## src/rtl/rxdma_ctl_pkg.sv

```systemverilog
package rxdma_ctl_pkg;

    typedef enum logic [2:0] {
        ST_STOP  = 3'd0,
        ST_FETCH = 3'd1,
        ST_WAIT  = 3'd2,
        ST_SUSP  = 3'd4
    } rxp_state_e;

    localparam int STS_W       = 8;
    localparam int STS_RBU_BIT = 7;
    localparam int STS_RPS_BIT = 1;

endpackage

```

## src/rtl/rxdma_ptr_unit.sv

```systemverilog
module rxdma_ptr_unit #(
    parameter int AW         = 32,
    parameter int DESC_BYTES = 16
) (
    input  logic          clk,
    input  logic          rst_n,
    input  logic          seed_req,
    input  logic          adv_req,
    input  logic          wrap_req,
    input  logic [AW-1:0] base_addr,
    output logic [AW-1:0] ptr_q
);
    localparam logic [AW-1:0] STEP = AW'(DESC_BYTES);

    logic seeded_q;

    always_ff @(posedge clk or negedge rst_n) begin
        if (!rst_n) begin
            ptr_q    <= '0;
            seeded_q <= 1'b0;
        end else if (seed_req) begin
            if (!seeded_q) begin
                ptr_q    <= base_addr;
                seeded_q <= 1'b1;
            end
        end else if (adv_req) begin
            ptr_q <= wrap_req ? base_addr : ptr_q + STEP;
        end
    end

endmodule

```

## src/rtl/rxdma_seq_fsm.sv

```systemverilog
module rxdma_seq_fsm
    import rxdma_ctl_pkg::*;
(
    input  logic       clk,
    input  logic       rst_n,
    input  logic       run_bit,
    input  logic       rx_enable,
    input  logic       frame_active,
    input  logic       frame_done,
    input  logic       poll_kick,
    input  logic       fetch_ack,
    input  logic       fetch_own,
    input  logic       fetch_eor,
    output rxp_state_e state_q,
    output logic       fetch_req,
    output logic       seed_req,
    output logic       adv_req,
    output logic       wrap_req,
    output logic       rbu_set,
    output logic       rps_set
);
    rxp_state_e nxt;
    logic       eor_q;
    logic       stop_req;

    assign stop_req = !run_bit && !rx_enable;

    always_comb begin
        nxt = state_q;
        unique case (state_q)
            ST_STOP:  if (run_bit) nxt = ST_FETCH;
            ST_FETCH: begin
                if (fetch_ack) begin
                    if (stop_req)       nxt = ST_STOP;
                    else if (fetch_own) nxt = ST_WAIT;
                    else                nxt = ST_SUSP;
                end
            end
            ST_WAIT: begin
                if (frame_done)                    nxt = stop_req ? ST_STOP : ST_FETCH;
                else if (stop_req && !frame_active) nxt = ST_STOP;
            end
            ST_SUSP: begin
                if (stop_req)       nxt = ST_STOP;
                else if (poll_kick) nxt = ST_FETCH;
            end
            default: nxt = ST_STOP;
        endcase
    end

    always_ff @(posedge clk or negedge rst_n) begin
        if (!rst_n) begin
            state_q <= ST_STOP;
            eor_q   <= 1'b0;
        end else begin
            state_q <= nxt;
            if (state_q == ST_FETCH && fetch_ack && fetch_own) eor_q <= fetch_eor;
        end
    end

    always_comb begin
        fetch_req = (state_q == ST_FETCH);
        seed_req  = (state_q == ST_STOP) && run_bit;
        adv_req   = (state_q == ST_WAIT) && frame_done;
        wrap_req  = eor_q;
        rbu_set   = (state_q == ST_FETCH) && fetch_ack && !fetch_own && !stop_req;
        rps_set   = (nxt == ST_STOP) && (state_q != ST_STOP);
    end

    // with the receiver enabled, a running process stays out of Stopped
    p_no_stop_rxen_r7: assert property (@(posedge clk) disable iff (!rst_n)
        (state_q != ST_STOP && rx_enable) |=> state_q != ST_STOP);

    // a frame in flight holds off the stop
    p_defer_stop_r6: assert property (@(posedge clk) disable iff (!rst_n)
        (state_q == ST_WAIT && frame_active && !frame_done) |=> state_q == ST_WAIT);

    // a refused descriptor suspends the process
    p_refuse_susp_r4: assert property (@(posedge clk) disable iff (!rst_n)
        (state_q == ST_FETCH && fetch_ack && !fetch_own && (run_bit || rx_enable))
        |=> state_q == ST_SUSP);

endmodule

```

## src/rtl/rxdma_sticky_status.sv

```systemverilog
module rxdma_sticky_status #(
    parameter int SW = 8
) (
    input  logic          clk,
    input  logic          rst_n,
    input  logic [SW-1:0] set_vec,
    input  logic [SW-1:0] clr_vec,
    output logic [SW-1:0] sts_q
);
    for (genvar i = 0; i < SW; i++) begin : g_bit
        always_ff @(posedge clk or negedge rst_n) begin
            if (!rst_n)          sts_q[i] <= 1'b0;
            else if (set_vec[i]) sts_q[i] <= 1'b1;
            else if (clr_vec[i]) sts_q[i] <= 1'b0;
        end

        // set beats a simultaneous clear
        p_set_wins_r10: assert property (@(posedge clk) disable iff (!rst_n)
            set_vec[i] |=> sts_q[i]);

        // a lone write-one clears the bit
        p_w1c_r10: assert property (@(posedge clk) disable iff (!rst_n)
            (clr_vec[i] && !set_vec[i]) |=> !sts_q[i]);
    end

endmodule

```

## src/rtl/rxdma_proc_ctrl.sv

```systemverilog
module rxdma_proc_ctrl
    import rxdma_ctl_pkg::*;
#(
    parameter int AW         = 32,
    parameter int DESC_BYTES = 16
) (
    input  logic          clk,
    input  logic          rst_n,
    input  logic          run_bit,
    input  logic          rx_enable,
    input  logic [AW-1:0] base_addr,
    input  logic          frame_active,
    input  logic          frame_done,
    input  logic          poll_kick,
    output logic          fetch_req,
    input  logic          fetch_ack,
    input  logic          fetch_own,
    input  logic          fetch_eor,
    output logic [AW-1:0] desc_ptr,
    output logic [2:0]    proc_state,
    output logic [7:0]    sts_word,
    input  logic [7:0]    sts_clr
);
    rxp_state_e        state_q;
    logic              seed_req, adv_req, wrap_req, rbu_set, rps_set;
    logic [STS_W-1:0]  set_vec;

    rxdma_seq_fsm u_fsm (
        .clk, .rst_n, .run_bit, .rx_enable, .frame_active, .frame_done,
        .poll_kick, .fetch_ack, .fetch_own, .fetch_eor,
        .state_q, .fetch_req, .seed_req, .adv_req, .wrap_req, .rbu_set, .rps_set
    );

    rxdma_ptr_unit #(.AW(AW), .DESC_BYTES(DESC_BYTES)) u_ptr (
        .clk, .rst_n, .seed_req, .adv_req, .wrap_req, .base_addr, .ptr_q(desc_ptr)
    );

    always_comb begin
        set_vec              = '0;
        set_vec[STS_RBU_BIT] = rbu_set;
        set_vec[STS_RPS_BIT] = rps_set;
    end

    rxdma_sticky_status #(.SW(STS_W)) u_sts (
        .clk, .rst_n, .set_vec, .clr_vec(sts_clr), .sts_q(sts_word)
    );

    assign proc_state = state_q;

    // request and address hold until acknowledged
    p_req_hold_r11: assert property (@(posedge clk) disable iff (!rst_n)
        (fetch_req && !fetch_ack) |=> (fetch_req && $stable(desc_ptr)));

    // plain step at frame end
    p_step_r5: assert property (@(posedge clk) disable iff (!rst_n)
        (adv_req && !wrap_req) |=> desc_ptr == $past(desc_ptr) + AW'(DESC_BYTES));

    // wrap to base after end-of-ring descriptor
    p_wrap_r5: assert property (@(posedge clk) disable iff (!rst_n)
        (adv_req && wrap_req) |=> desc_ptr == $past(base_addr));

    // arriving in Stopped raises the stopped flag
    p_stop_flag_r8: assert property (@(posedge clk) disable iff (!rst_n)
        (state_q == ST_STOP && $past(state_q) != ST_STOP) |-> sts_word[STS_RPS_BIT]);

endmodule

```

## config.mk

```make
export PLATFORM = sky130hd
export DESIGN_NAME = rxdma_proc_ctrl
export DESIGN_NICKNAME = d
export VERILOG_FILES = /design/src/rtl/rxdma_ctl_pkg.sv /design/src/rtl/rxdma_ptr_unit.sv /design/src/rtl/rxdma_seq_fsm.sv /design/src/rtl/rxdma_sticky_status.sv /design/src/rtl/rxdma_proc_ctrl.sv
export SDC_FILE = /design/constraint.sdc
export NUM_CORES = 1
export LEC_CHECK = 0
export BUFFER_PORTS_ARGS = -buffer_cell sky130_fd_sc_hd__buf_2
export CAP_MARGIN = 10
export CORE_UTILIZATION = 43
export CTS_CLUSTER_SIZE = 12
export DETAILED_ROUTE_END_ITERATION = 8
export PLACE_DENSITY = 0.76
export RECOVER_POWER = 100
export SLEW_MARGIN = 30
export SYNTH_ARGS = -nofsm -noshare
export SYNTH_HDL_FRONTEND = slang
export SYNTH_SLANG_ARGS = --single-unit
```

## constraint.sdc

```tcl
create_clock -name clk -period 3.1 [get_ports clk]
set_clock_uncertainty 0.1 [all_clocks]
set_input_delay 0.31 -clock clk [delete_from_list [all_inputs] [get_ports clk]]
set_output_delay 0.31 -clock clk [all_outputs]
set_load 0.02 [all_outputs]
```

* Word level (Yosys, flattened, before mapping)
Cells that the tools add are included.
** Operators by class
- Equality and inequality tests :: 4
- Add/subtract/negate cells :: 1
- Reductions and logical operators :: 21
- Mux-type cells :: 18
** Operators by type and width (number)
- 32-bit 2-to-1 mux :: 4
- 32-bit by 5-bit adder with 32-bit output, second input constant :: 1
- 3-bit 2-to-1 mux :: 8
- 3-bit case mux with 4 select lines :: 1
- 1-bit logical AND :: 9
- 3-bit logical NOT :: 2
- 2-bit nonzero test :: 3
- 1-bit logical NOT :: 5
- 1-bit 2-to-1 mux :: 5
- 3-bit by 1-bit equality test with 1-bit output, second input constant :: 1
- 3-bit by 2-bit equality test with 1-bit output, second input constant :: 1
- 3-bit equality test, second input constant :: 1
- 3-bit nonzero test :: 1
- 2-bit inequality test, second input constant :: 1
- 2-bit AND reduction :: 1
** Word-level totals
- Input port bits :: 50
- Logic and storage cells :: 50
- Bits in registers :: 39

* Depth between registers and ports, before layout
Gate-level depths: netlist (run 1).
- Depth in word-level cells :: 9
- Gate-level depth with buffers :: 8
- Gate-level depth less buffers :: 6

* Modules after synthesis
Synthesis (run 1) repeated with hierarchy kept, for this count alone.
** Second synthesis, totals
- Cells, all modules :: 280
- Area total of the unflattened synthesis :: 2498.6 um^2
** By module, submodules not included
- rxdma_ptr_unit :: seq. area each 825.8 um^2, times used 1, area an instance 1921.8 um^2, cells an instance 226
- rxdma_sticky_status :: seq. area each 200.2 um^2, times used 1, area an instance 290.3 um^2, cells an instance 24
- rxdma_seq_fsm :: seq. area each 100.1 um^2, times used 1, area an instance 282.8 um^2, cells an instance 29
- rxdma_proc_ctrl :: seq. area each 0.0 um^2, times used 1, area an instance 3.8 um^2, cells an instance 1

* Worst setup path before layout (run 1)
OpenSTA, ideal clock, no wires.
- Path type :: reg-to-reg
- Start :: register u_ptr.ptr_q[4]
- End :: register u_ptr.ptr_q[26]
- Setup time :: 0.084 ns
- Arrival time :: 1.987 ns
- Data required time :: 2.916 ns
- Stages on the path, launching flop included :: 8
- Period minus slack after synthesis :: 2.171 ns
- Setup slack :: 0.929 ns
- Buffers on the path :: 1
- Cells stage by stage :: dfrtp_1 ha_1 nand3_1 or4_1 clkbuf_1 nor4_4 a221oi_2 a41oi_2
** On the way
- Word-level cells in the longest chain between the ends :: 4
** RTL lines
- start: declaration :: line rxdma_ptr_unit.sv:11 : output logic [AW-1:0] ptr_q
- start signal: assignment :: line rxdma_ptr_unit.sv:23 : ptr_q <= base_addr;
- start signal: assignment :: line rxdma_ptr_unit.sv:27 : ptr_q <= wrap_req ? base_addr : ptr_q + STEP;
- 32-bit by 5-bit adder with 32-bit output :: line rxdma_ptr_unit.sv:27
- 32-bit 2-to-1 mux :: line rxdma_ptr_unit.sv:27
- 32-bit 2-to-1 mux :: line rxdma_ptr_unit.sv:26 : end else if (adv_req) begin
- 32-bit 2-to-1 mux :: line rxdma_ptr_unit.sv:21 : end else if (seed_req) begin
No other way between the ends. The select of a mux whose other input is x is not followed.
A chain may end at the register's enable or synchronous reset.

* Worst setup path in the final report (run 1)
Same ends and word-level chain as after synthesis.

==> impl_summary.log, run 1 <==
INFO  metric drt.antenna.violating_nets = 0
INFO  metric die_width = 76.22 µm
INFO  metric cts_max_level = 2
INFO  metric timing.setup.critical_path_class = flop to flop
INFO  metric regToRegSetupSlack = 480 ps
INFO  metric critPathCapture = u_ptr.ptr_q[26]
INFO  metric yosys.cell_types.count = 47
INFO  metric area.growth.synth_to_final = 20.13%
INFO  metric worst_ep_arrival_time = 2740 ps
INFO  metric cts-root-to-sink-buffers = 2
INFO  metric cts_tree = done
INFO  metric layoutNonFillerInstCount = 421
INFO  metric worst_setup_hold_path_clk_slew = 80 ps
INFO  metric grt_setup_unrepaired = no
INFO  metric vdd.ir_drop.worst = 0.3643 mV
INFO  metric async_reset_ff_share = 100.0%
INFO  metric tightestPinTransition = 1020 ps
INFO  metric pwr-share-seq = 38.3%
INFO  metric netlist_area = 2369 µm²
INFO  metric syn_area_per_cell = 8.613 µm²
INFO  metric globalplace.congestion = 0.7934
INFO  metric finalWirelength = 6314 µm
INFO  metric post-route-util = 54.66%
INFO  metric core_footprint = 5205 µm²
INFO  metric power.total = 2.597 mW
INFO  metric final.period_utilization = 84.62%
INFO  metric worst_setup_path_start_kind = flop
INFO  metric yosys_most_used_dff = sky130_fd_sc_hd__dfrtp_1
INFO  metric critical_path_sink_type = flop
INFO  metric fin_worst_hold_slack = 91.77 ps
INFO  metric power_per_cell_area = 912.7 nW/µm²
INFO  metric hold_viol = 0
INFO  metric initial_antenna_violation_count = 0
INFO  metric ctsResizeCount = 0
INFO  metric firstDrtPassIters = 4
INFO  metric clock-sinks = 39
INFO  metric initial_utilization = 45.50%
INFO  metric detailedRoute.firstIterationViolations = 217
INFO  metric final_max_slew_viol_count = 0
INFO  metric grt_first_pass_wirelength = 10,610 µm
INFO  metric drv.max_cap_violation_count = 0
INFO  metric internal_power = 1.351 mW
INFO  metric diodes = 0
INFO  metric timing.rr.end = u_ptr.ptr_q[26]
INFO  metric synth_seq_area_share = 41.20%
INFO  metric clkPwrFrac = 14.7%
INFO  metric drc_errors = 0
INFO  metric critical_path.max_fanout = 7
INFO  metric dpl.hpwl = 4452 µm
INFO  metric final_nets = 401
INFO  metric grt.total_usage = 22.43%
INFO  metric grt_pass1_vias = 2,220
INFO  metric die_height = 76.22 µm
INFO  metric leakage_power = 1.154 nW
INFO  metric worstSetupStartpoint = u_ptr.ptr_q[4]
INFO  metric maxSlewHeadroom = 31.98%
INFO  metric power.share.combinational = 47.0%
INFO  metric filler_cell_count = 522
INFO  metric area.sequential = 975.9 µm²
INFO  metric status = finished, final reports clean
INFO  metric drt-wirelength-per-cell = 15.00 µm
INFO  metric total_die_area = 5809 µm²
INFO  metric cp.required = 3210 ps
INFO  metric shortest_clock_period_the_worst_path_allows_after_layout = 2623 ps
INFO  metric maxClockFrequency = 0.3812 GHz
INFO  metric maximum_single_stage_delay_on_the_critical_path = 680 ps
INFO  metric numPlacedInstances = 412
INFO  metric setup_viol_count_final = 0
INFO  metric timing.hold.worst.class = input port to flop
INFO  metric worst_skew_pair.late_latency = 290 ps
INFO  metric rows = 26
INFO  metric clock-root-buffer = sky130_fd_sc_hd__clkbuf_8
INFO  metric synthesis.yosys.warnings = 0
INFO  metric crit_path_cell_trace = ha_1, nand3_1, or4_1, nor4_2, a221oi_1, a41oi_2
INFO  metric synth_edf_count = 0
INFO  metric p_sw = 1.246 mW
INFO  metric boundaryPins = 94
INFO  metric p_sw_share = 47.98%
INFO  metric synth-seq-cells = 39
INFO  metric timing.setup.tns = 0 ps
INFO  metric timing.critical_path.slowest_stage_cell = sky130_fd_sc_hd__or4_1
INFO  metric reg2reg_from = u_ptr.ptr_q[4]
INFO  metric avgViaCountPerCell = 5.779
INFO  metric cts-buffers-inserted = 5
INFO  metric overflow = 0
INFO  metric port_buffers = 81
INFO  metric layout-drive-gt1-share = 19.09%
INFO  metric reg2reg_depth = 6
INFO  metric largest_net_degree_at_the_start_of_global_routing = 41
INFO  metric multi_input_comb_area = 1241 µm²
INFO  metric synthesis.instances = 275
INFO  metric routed-via-count = 2,433
## cell families after synthesis
family	synth area share, %
flip-flops	41.20
other	0.1583
AO/OA/AOI/OAI	26.25
adder cells (fa/ha/maj)	0.5282
buffers and inverters	6.973
multiplexers	2.377
AND/OR/NAND/NOR	22.50
## metal layers
layer | routed length, µm | share of wire (%) | vias to the layer above | GRT usage, %
li1 | - | - | 1166 | -
met1 | 2847 | 45 | 1179 | 29.80
met2 | 2983 | 47 | 81 | 36.13
met3 | 411 | 6.5 | 7 | 5.509
met4 | 71 | 1.1 | 0 | 6.538
met5 | 0 | 0 | - | 0
## cell type report
cell class	count	share of cell area, %
Sequential cell	39	34.30
Tap cell	70	3.078
Inverter	5	0.6596
Clock buffer	8	3.518
Multi-Input combinational cell	211	43.62
Timing Repair Buffer	88	14.82
## cells in the mapped netlist, types with 3 or more instances
| library cell | count | area share, % |
|---|---|---|
| sky130_fd_sc_hd__a31oi_1 | 4 | 1.1 |
| sky130_fd_sc_hd__a21oi_1 | 35 | 7.4 |
| sky130_fd_sc_hd__buf_2 | 6 | 1.3 |
| sky130_fd_sc_hd__nand2_1 | 30 | 4.8 |
| sky130_fd_sc_hd__a211oi_1 | 3 | 0.95 |
| sky130_fd_sc_hd__or3_1 | 4 | 1.1 |
| sky130_fd_sc_hd__buf_4 | 6 | 1.9 |
| sky130_fd_sc_hd__and2_1 | 3 | 0.79 |
| sky130_fd_sc_hd__clkbuf_1 | 10 | 1.6 |
| sky130_fd_sc_hd__nand3_1 | 14 | 3.0 |
| sky130_fd_sc_hd__a2bb2oi_1 | 6 | 2.2 |
| sky130_fd_sc_hd__o21ai_0 | 15 | 3.2 |
| sky130_fd_sc_hd__inv_1 | 5 | 0.79 |
| sky130_fd_sc_hd__nor2_1 | 17 | 2.7 |
| sky130_fd_sc_hd__o211ai_1 | 3 | 0.95 |
| sky130_fd_sc_hd__buf_6 | 3 | 1.4 |
| sky130_fd_sc_hd__nor3b_1 | 3 | 0.95 |
| sky130_fd_sc_hd__nand4_1 | 7 | 1.8 |
| sky130_fd_sc_hd__mux2_2 | 5 | 2.4 |
| sky130_fd_sc_hd__nor3_1 | 7 | 1.5 |
| sky130_fd_sc_hd__and3_1 | 5 | 1.3 |
| sky130_fd_sc_hd__o22ai_1 | 13 | 3.4 |
| sky130_fd_sc_hd__dfrtp_1 | 39 | 41 |
## worst max-delay path, delay by kind of cell, from the launching register on
kind,cells,cell delay (ps)
simple gates,3,1390
fa+ha+maj,1,240
compound gates,2,370
flops,1,450
## power groups by stage
stage	Sequential [mW]	Combinational, mW	Clock [mW]
after floorplan	1.18	0.678	0
after global placement	0.983	1.26	0
after detailed placement	0.992	1.29	0
after CTS	0.985	1.30	0.392
after global routing	1.04	1.34	0.411
final	0.995	1.22	0.382
## through the flow
step | setup WS, ps | area, µm²
finish | 476.9 | 2845
global placement | 726.6 | 2806
CTS | 663.8 | 2907
detailed placement | 680.0 | 2806
global route | 268.3 | 2845
floorplan | 929.3 | 2387
## cell usage in the layout (no fill, tap or decap), drive strengths merged, types with 4 or more instances in the layout
cell type   n
clkbuf     48
nand2      30
nand3      14
mux2        5
nor2       17
nand4       7
inv         5
and3        5
o21ai      15
a2bb2oi     6
nor3        7
o22ai      13
or3         4
dfrtp      39
a21oi      35
conb        6
a31oi       4
buf        47
## flip-flops by register name, summed over array words and instances (netlist names)
signal / count
u_fsm.state_q: 3
u_fsm.wrap_req: 1
u_ptr.ptr_q: 32
u_ptr.seeded_q: 1
u_sts.sts_q: 2
## repair_timing
action	CTS	global route
hold endpoints to repair	0	39
buffers inserted	0	0
hold buffers	0	1
## worst min path at each step
stage                               from  cells past startpoint                to  slack [ps]
after floorplan                    rst_n                      0  u_fsm.state_q[0]         -90
after CTS                          rst_n                      1   u_ptr.ptr_q[17]          70
after detailed placement  u_ptr.seeded_q                      1    u_ptr.seeded_q         360
final                         sts_clr[1]                      2    u_sts.sts_q[1]          90
after global routing          sts_clr[1]                      2    u_sts.sts_q[1]          80
after global placement    u_ptr.seeded_q                      1    u_ptr.seeded_q         350
(Power assumes the default switching activity.)
==> run 2, diff against run 1 <==
- PLACE_DENSITY: 0.76 -> 0.79
- clock period: 3.1 -> 2.1 ns (I/O delays scaled with it)
==> run 2 against run 1 <==
Cell count increased by 6.4%. Sequential power rose by 41%. Via count is 4.7% higher. Largest power group unchanged. Critical endpoint is now u_ptr.ptr_q[27]. Combinational power is 86% higher. Critical path type unchanged. Die area did not move.
==> impl_summary.log, run 2 (synthesized netlist as in run 1, its figures left out) <==
INFO  metric die_height = 76.22 µm (unchanged)
INFO  metric final_max_slew_viol_count = 0 (unchanged)
INFO  metric critical_path_sink_type = flop
INFO  metric clock-root-buffer = sky130_fd_sc_hd__clkbuf_8
INFO  metric drt-wirelength-per-cell = 15.21 µm (+1.4%)
INFO  metric internal_power = 2.192 mW (+62%)
INFO  metric clock-sinks = 39 (unchanged)
INFO  metric p_sw_share = 47.50% (-0.47 points)
INFO  metric tightestPinTransition = 979.5 ps (-40.77 ps)
INFO  metric globalplace.congestion = 0.8341 (+5.1%)
INFO  metric worst_setup_hold_path_clk_slew = 80 ps (about the same)
INFO  metric cts-buffers-inserted = 5 (unchanged)
INFO  metric reg2reg_from = u_fsm.state_q[1]
INFO  metric worst_skew_pair.late_latency = 290 ps (about the same)
INFO  metric maxClockFrequency = 0.4846 GHz (+27%)
INFO  metric core_footprint = 5205 µm² (unchanged)
INFO  metric overflow = 0 (unchanged)
INFO  metric timing.rr.end = u_ptr.ptr_q[27]
INFO  metric routed-via-count = 2,547 (+4.7%)
INFO  metric regToRegSetupSlack = 40 ps (-440 ps)
INFO  metric worst_setup_path_start_kind = flop
INFO  metric critical_path.max_fanout = 14 (+7)
INFO  metric initial_antenna_violation_count = 0 (unchanged)
INFO  metric highest-signal-layer = met4
INFO  metric die_width = 76.22 µm (unchanged)
INFO  metric cts-root-to-sink-buffers = 2 (unchanged)
INFO  metric power.share.combinational = 54.4% (+7.4 points)
INFO  metric drt.antenna.violating_nets = 0 (unchanged)
INFO  metric initial_utilization = 45.50% (unchanged)
INFO  metric final_nets = 428 (+6.7%)
INFO  metric worst_ep_arrival_time = 2190 ps (-550 ps)
INFO  metric layout-drive-gt1-share = 30.42% (+11 points)
INFO  metric met1_length = 2976 µm (+4.5%)
INFO  metric final_common_cell = sky130_fd_sc_hd__buf_2
INFO  metric timing.hold.worst.class = input port to flop
INFO  metric drc_errors = 0 (unchanged)
INFO  metric leakage_power = 1.314 nW (+14%)
INFO  metric pwr-share-seq = 33.5% (-4.8 points)
INFO  metric hold_viol = 0 (unchanged)
INFO  metric fin_worst_hold_slack = 42.10 ps (-49.67 ps)
INFO  metric status = finished, final reports clean
INFO  metric power_per_cell_area = 1325 nW/µm² (+45%)
INFO  metric met3RoutedLength = 442 µm (+7.5%)
INFO  metric cts_max_level = 2 (unchanged)
INFO  metric grt_setup_unrepaired = yes
INFO  metric min_delay_worst_endpoint = u_ptr.ptr_q[1]
INFO  metric largest_register_ff_count = 32 (unchanged)
INFO  metric finalWirelength = 6813 µm (+7.9%)
INFO  metric final.period_utilization = 98.26% (+14 points)
INFO  metric area.growth.synth_to_final = 33.07%
INFO  metric largest_net_degree_at_the_start_of_global_routing = 41 (unchanged)
INFO  metric cts_tree = done
INFO  metric top_register = u_ptr.ptr_q
INFO  metric vdd.ir_drop.worst = 0.5508 mV (+51%)
INFO  metric setup_viol_count_final = 0 (unchanged)
INFO  metric diodes = 0 (unchanged)
INFO  metric grt_pass1_vias = 2,385 (+7.4%)
INFO  metric reg.largest.list = u_ptr.ptr_q x32, u_fsm.state_q x3, u_sts.sts_q x2
INFO  metric grt_first_pass_wirelength = 11,450 µm (+7.9%)
INFO  metric shortest_clock_period_the_worst_path_allows_after_layout = 2063 ps (-559.7 ps)
INFO  metric met2WireLength = 3268 µm (+9.6%)
INFO  metric cp.required = 2230 ps (-980 ps)
INFO  metric detailedRoute.firstIterationViolations = 144 (-34%)
INFO  metric port_buffers = 81 (unchanged)
INFO  metric hold_depth = 2 (unchanged)
INFO  metric boundaryPins = 94 (unchanged)
INFO  metric hp-start = base_addr[1]
INFO  metric drv.max_cap_violation_count = 0 (unchanged)
INFO  metric timing.setup.tns = 0 ps (unchanged)
INFO  metric avgViaCountPerCell = 5.685 (-1.6%)
INFO  metric layout.cells.most_common_list = 48 x sky130_fd_sc_hd__buf_2, 37 x sky130_fd_sc_hd__clkbuf_1, 34 x sky130_fd_sc_hd__dfrtp_1, 32 x sky130_fd_sc_hd__a21oi_1, 30 x sky130_fd_sc_hd__nand2_1
INFO  metric firstDrtPassIters = 4 (unchanged)
INFO  metric rows = 26 (unchanged)
INFO  metric timing.setup.critical_path_class = flop to flop
INFO  metric post-route-util = 60.55% (+5.9 points)
INFO  metric reg2reg_depth = 7 (+1)
INFO  metric clkPwrFrac = 12.1% (-2.6 points)
INFO  metric p_sw = 1.984 mW (+59%)
INFO  metric dpl.hpwl = 4752 µm (+6.7%)
INFO  metric total_die_area = 5809 µm² (unchanged)
INFO  metric maxSlewHeadroom = 34.70% (+2.7 points)
INFO  metric grt.total_usage = 24.41% (+2.0 points)
-- run 2: cell types whose count changed in the layout (fill, tap and decap cells not counted), moves of 2 or more --
cell,delta
sky130_fd_sc_hd__o21ai_0,-2
sky130_fd_sc_hd__dfrtp_1,-5
sky130_fd_sc_hd__buf_4,+21
sky130_fd_sc_hd__a21oi_1,-3
sky130_fd_sc_hd__buf_12,+2
sky130_fd_sc_hd__clkbuf_8,-2
sky130_fd_sc_hd__nor2_2,+2
sky130_fd_sc_hd__clkbuf_1,-3
sky130_fd_sc_hd__o21ai_1,+2
sky130_fd_sc_hd__buf_2,+6
sky130_fd_sc_hd__nor2_1,-3
sky130_fd_sc_hd__a21oi_2,+3
sky130_fd_sc_hd__dfrtp_2,+5
-- run 2: cell type report --
cell class,instances,area (µm²)
tap,70,87.58
timing repair buffer,115,655.6
multi-input combinational,211,1326
sequential,39,982.2
clock inverter,1,5.005
clock buffer,7,76.32
fill,494,2053
inverter,5,18.77
-- run 2: per-stage QoR --
stage | cell area, µm² | worst slack, ps | total power, mW | cells
6_report | 3152 | 36.59 | 4.176 | 448
5_1_grt | 3152 | -19.00 | 4.472 | 448
4_1_cts | 3129 | 15.59 | 4.156 | 446
3_5_place_dp | 3008 | 3.665 | 3.621 | 435
3_3_place_gp | 3008 | 65.97 | 3.554 | 435
2_1_floorplan | 2391 | 5.685 | 2.753 | 280
-- run 2: critical path, cell delays in order (launching register included) --
cell and delay, ps:
sky130_fd_sc_hd__dfrtp_2 430, sky130_fd_sc_hd__or3b_4 420, sky130_fd_sc_hd__buf_4 150, sky130_fd_sc_hd__a211oi_4 290, sky130_fd_sc_hd__buf_12 180, sky130_fd_sc_hd__nor2_1 50, sky130_fd_sc_hd__a211o_1 280, sky130_fd_sc_hd__a21oi_2 100
-- run 2: what timing repair did --
item                                    in CTS  in global routing
endpoints found under the setup margin       4                 20
setup buffers                                1                  2
hold buffers                                 2                  0
pin swaps                                    3                  3
gates resized for setup                      4                 15
cloned                                       0                  0
hold endpoints to repair                    40                  0
-- run 2: how the worst max path moves through the flow --
stage | to | from | slack (ps)
after floorplan | u_ptr.ptr_q[24] | u_fsm.state_q[1] | 6
after global placement | u_ptr.ptr_q[26] | u_fsm.state_q[1] | 70
after detailed placement | u_ptr.ptr_q[28] | u_fsm.state_q[1] | 4
after CTS | u_ptr.ptr_q[28] | u_ptr.ptr_q[4] | 20
after global routing | u_ptr.ptr_q[0] | u_fsm.state_q[1] | -20
final | u_ptr.ptr_q[27] | u_fsm.state_q[1] | 40
-- run 2: power by group through the flow --
stage	combinational [mW]	clock (mW)	sequential, mW
after floorplan	1.00	0	1.75
after global placement	2.18	0	1.37
after detailed placement	2.23	0	1.39
after CTS	2.26	0.512	1.38
after global routing	2.47	0.543	1.46
final	2.27	0.505	1.40
-- run 2: routing by layer --
layer / track usage (%) / vias up
li1: - / 1221
met1: 32.29 / 1217
met2: 39.73 / 98
met3: 4.790 / 11
met4: 8.654 / 0
met5: 0 / -
==> run 3, diff against run 2 <==
--- a/config.mk
+++ b/config.mk
@@ -12,3 +12,3 @@
 export DETAILED_ROUTE_END_ITERATION = 8
-export PLACE_DENSITY = 0.79
+export PLACE_DENSITY = 0.76
 export RECOVER_POWER = 100
==> constraint.sdc (replaced) <==
create_clock -name clk -period 1.97 [get_ports clk]
set_clock_uncertainty 0.1 [all_clocks]
set_input_delay 0 -clock clk [delete_from_list [all_inputs] [get_ports clk]]
set_output_delay 0 -clock clk [all_outputs]
set_load 0.02 [all_outputs]
==> run 3 against run 2 <==
Wire length grew 11%. Flip-flop and latch count is the same. Critical path depth is 1 lower. Total power rose by 9.8%. Worst hold slack worse by 7.5 ps. Cell count increased by 12%. Utilization rose by 9.4 points. Count of clock-buffer cells in the layout unchanged. Die area unchanged. The flow now finishes with violations (setup timing). Cell area grew 16%.
==> impl_summary.log, run 3 (synthesized netlist as in run 1, its figures left out) <==
INFO  metric status = complete, but fails checks
INFO  metric violations_in_the_final_reports = setup timing
INFO  metric p_sw = 2.142 mW (+8.0%)
INFO  metric hp-start = base_addr[8]
INFO  metric timing.setup.critical_path_class = flop to flop
INFO  metric cp.required = 2040 ps (-190 ps)
INFO  metric worst_ep_arrival_time = 2060 ps (-130 ps)
INFO  metric p_sw_share = 46.72% (-0.78 points)
INFO  metric maximum_single_stage_delay_on_the_critical_path = 570 ps (+140 ps)
INFO  metric timing.rr.end = u_sts.sts_q[1]
INFO  metric critical_path.max_fanout = 10 (-4)
INFO  metric layout-drive-gt1-share = 28.94% (-1.5 points)
INFO  metric timing.hold.worst.class = input port to flop
INFO  metric cts-root-to-sink-buffers = 2 (unchanged)
INFO  metric rows = 26 (unchanged)
INFO  metric tightestPinTransition = 947.0 ps (-32.52 ps)
INFO  metric final.period_utilization = 101.1% (+2.9 points)
INFO  metric globalplace.congestion = 0.8691 (+4.2%)
INFO  metric final_common_cell = sky130_fd_sc_hd__buf_2
INFO  metric power_per_cell_area = 1258 nW/µm² (-5.1%)
INFO  metric drc_errors = 0 (unchanged)
INFO  metric port_buffers = 81 (unchanged)
INFO  metric core_footprint = 5205 µm² (unchanged)
INFO  metric final_max_slew_viol_count = 0 (unchanged)
INFO  metric maxClockFrequency = 0.5020 GHz (+3.6%)
INFO  metric numPlacedInstances = 445 (+2.3%)
INFO  metric grt_first_pass_wirelength = 11,810 µm (+3.2%)
INFO  metric min_delay_worst_endpoint = u_ptr.ptr_q[8]
INFO  metric drt-wirelength-per-cell = 15.08 µm (-0.81%)
INFO  metric cts_tree = done
INFO  metric final_nets = 482 (+13%)
INFO  metric overflow = 0 (unchanged)
INFO  metric grt_setup_unrepaired = yes
INFO  metric reg.largest.list = u_ptr.ptr_q x32, u_fsm.state_q x3, u_sts.sts_q x2
INFO  metric layoutNonFillerInstCount = 502 (+12%)
INFO  metric clock-root-buffer = sky130_fd_sc_hd__clkbuf_8
INFO  metric place_area = 3068 µm² (+2.0%)
INFO  metric cts-buffers-inserted = 5 (unchanged)
INFO  metric grt.total_usage = 25.21% (+0.79 points)
INFO  metric routed-via-count = 2,795 (+9.7%)
INFO  metric die_height = 76.22 µm (unchanged)
INFO  metric setup_viol_count_final = 2 (+2)
INFO  metric die_width = 76.22 µm (unchanged)
INFO  metric reg2reg_depth = 6 (-1)
INFO  metric cts_max_level = 2 (unchanged)
INFO  metric clkPwrFrac = 11.5% (-0.6 points)
INFO  metric fin_worst_hold_slack = 34.55 ps (-7.546 ps)
INFO  metric firstDrtPassIters = 4 (unchanged)
INFO  metric detailedRoute.firstIterationViolations = 213 (+48%)
INFO  metric initial_antenna_violation_count = 0 (unchanged)
INFO  metric post-route-util = 70.00% (+9.4 points)
INFO  metric layout.cells.most_common_list = 46 x sky130_fd_sc_hd__buf_2, 42 x sky130_fd_sc_hd__dlygate4sd3_1, 39 x sky130_fd_sc_hd__clkbuf_1, 38 x sky130_fd_sc_hd__buf_4
INFO  metric hold_depth = 4 (+2)
INFO  metric worst_skew_pair.late_latency = 300 ps (about the same)
INFO  metric timing.setup.tns = -28.40 ps (-28.40 ps)
INFO  metric worst_setup_hold_path_clk_slew = 70 ps (about the same)
INFO  metric critical_path_sink_type = flop
INFO  metric finalInstanceArea = 3643 µm² (+16%)
INFO  metric maxSlewHeadroom = 36.87% (+2.2 points)
INFO  metric grt_pass1_vias = 2,638 (+11%)
INFO  metric power.total = 4.584 mW (+9.8%)
INFO  metric pre_cts_ws = -72.79 ps (-76.46 ps)
INFO  metric finalWirelength = 7572 µm (+11%)
INFO  metric crit_path_cell_trace = buf_6, nor3b_2, a21oi_1, dlygate4sd3_1, nor3_2, o32ai_1
INFO  metric drt.antenna.violating_nets = 0 (unchanged)
INFO  metric boundaryPins = 94 (unchanged)
INFO  metric pwr-share-seq = 32.3% (-1.2 points)
INFO  metric drv.max_cap_violation_count = 0 (unchanged)
INFO  metric reg2reg_from = u_fsm.state_q[0]
INFO  metric worst_setup_path_start_kind = flop
INFO  metric leakage_power = 1.554 nW (+18%)
INFO  metric vdd.ir_drop.worst = 0.8535 mV (+55%)
INFO  metric power.share.combinational = 56.2% (+1.8 points)
INFO  metric clock-sinks = 39 (unchanged)
INFO  metric initial_utilization = 45.50% (unchanged)
INFO  metric worstSetupStartpoint = u_fsm.state_q[0]
INFO  metric area.growth.synth_to_final = 53.83%
INFO  metric largest_register_ff_count = 32 (unchanged)
INFO  metric top_register = u_ptr.ptr_q
INFO  metric timing.critical_path.slowest_stage_cell = sky130_fd_sc_hd__dlygate4sd3_1
INFO  metric internal_power = 2.442 mW (+11%)
INFO  metric regToRegSetupSlack = -20 ps (-60 ps)
INFO  metric hold_viol = 0 (unchanged)
INFO  metric largest_net_degree_at_the_start_of_global_routing = 26 (-37%)
INFO  metric fin_ws = -21.90 ps (-58.49 ps)
INFO  metric total_die_area = 5809 µm² (unchanged)
INFO  metric dpl.hpwl = 4900 µm (+3.1%)
INFO  metric avgViaCountPerCell = 5.568 (-2.1%)
INFO  metric diodes = 0 (unchanged)
INFO  metric shortest_clock_period_the_worst_path_allows_after_layout = 1992 ps (-71.51 ps)
## run 3: final cells by class
class | count | area, µm²
Timing Repair Buffer | 168 | 1135
Inverter | 5 | 18.77
Fill cell | 425 | 1562
Clock buffer | 7 | 76.32
Clock inverter | 1 | 5.005
Multi-Input combinational cell | 212 | 1340
Sequential cell | 39 | 980.9
Tap cell | 70 | 87.58
## run 3: worst max path at each step
stage	end	slack (ps)	cells past startpoint
2_1_floorplan	u_ptr.ptr_q[26]	-60	6
3_3_place_gp	u_ptr.ptr_q[26]	-30	5
3_5_place_dp	u_ptr.ptr_q[26]	-70	6
4_1_cts	u_ptr.ptr_q[27]	20	6
5_1_grt	u_ptr.ptr_q[28]	-90	8
6_report	u_sts.sts_q[1]	-20	6
## run 3: routing by layer
metal / global-route usage, % / vias up / wire length [µm]
li1: - / 1332 / -
met1: 31.70 / 1315 / 3194
met2: 42.43 / 139 / 3776
met3: 6.108 / 9 / 531
met4: 8.077 / 0 / 70
met5: 0 / - / 0
## run 3: what timing repair did
item / in CTS / in global routing
setup endpoints to repair: 4 / 21
gates resized for setup: 5 / 12
hold buffers: 42 / 0
hold endpoints to repair: 74 / 0
pin swaps: 1 / 5
gates cloned: 0 / 1
buffers inserted: 1 / 5
## run 3: worst max-delay path: cells and delay by family, from the launching register on
kind                   cells  cell delay [ps]
buffers and inverters      2              730
flip-flops                 1              440
AND/OR/NAND/NOR            2              440
AO/OA/AOI/OAI              2              160
## run 3: power groups by stage
stage	clock network (mW)	registers [mW]	logic, mW
final	0.526	1.48	2.57
after global routing	0.575	1.52	2.79
after CTS	0.541	1.44	2.53
after detailed placement	0	1.45	2.44
after global placement	0	1.45	2.40
after floorplan	0	1.88	1.10
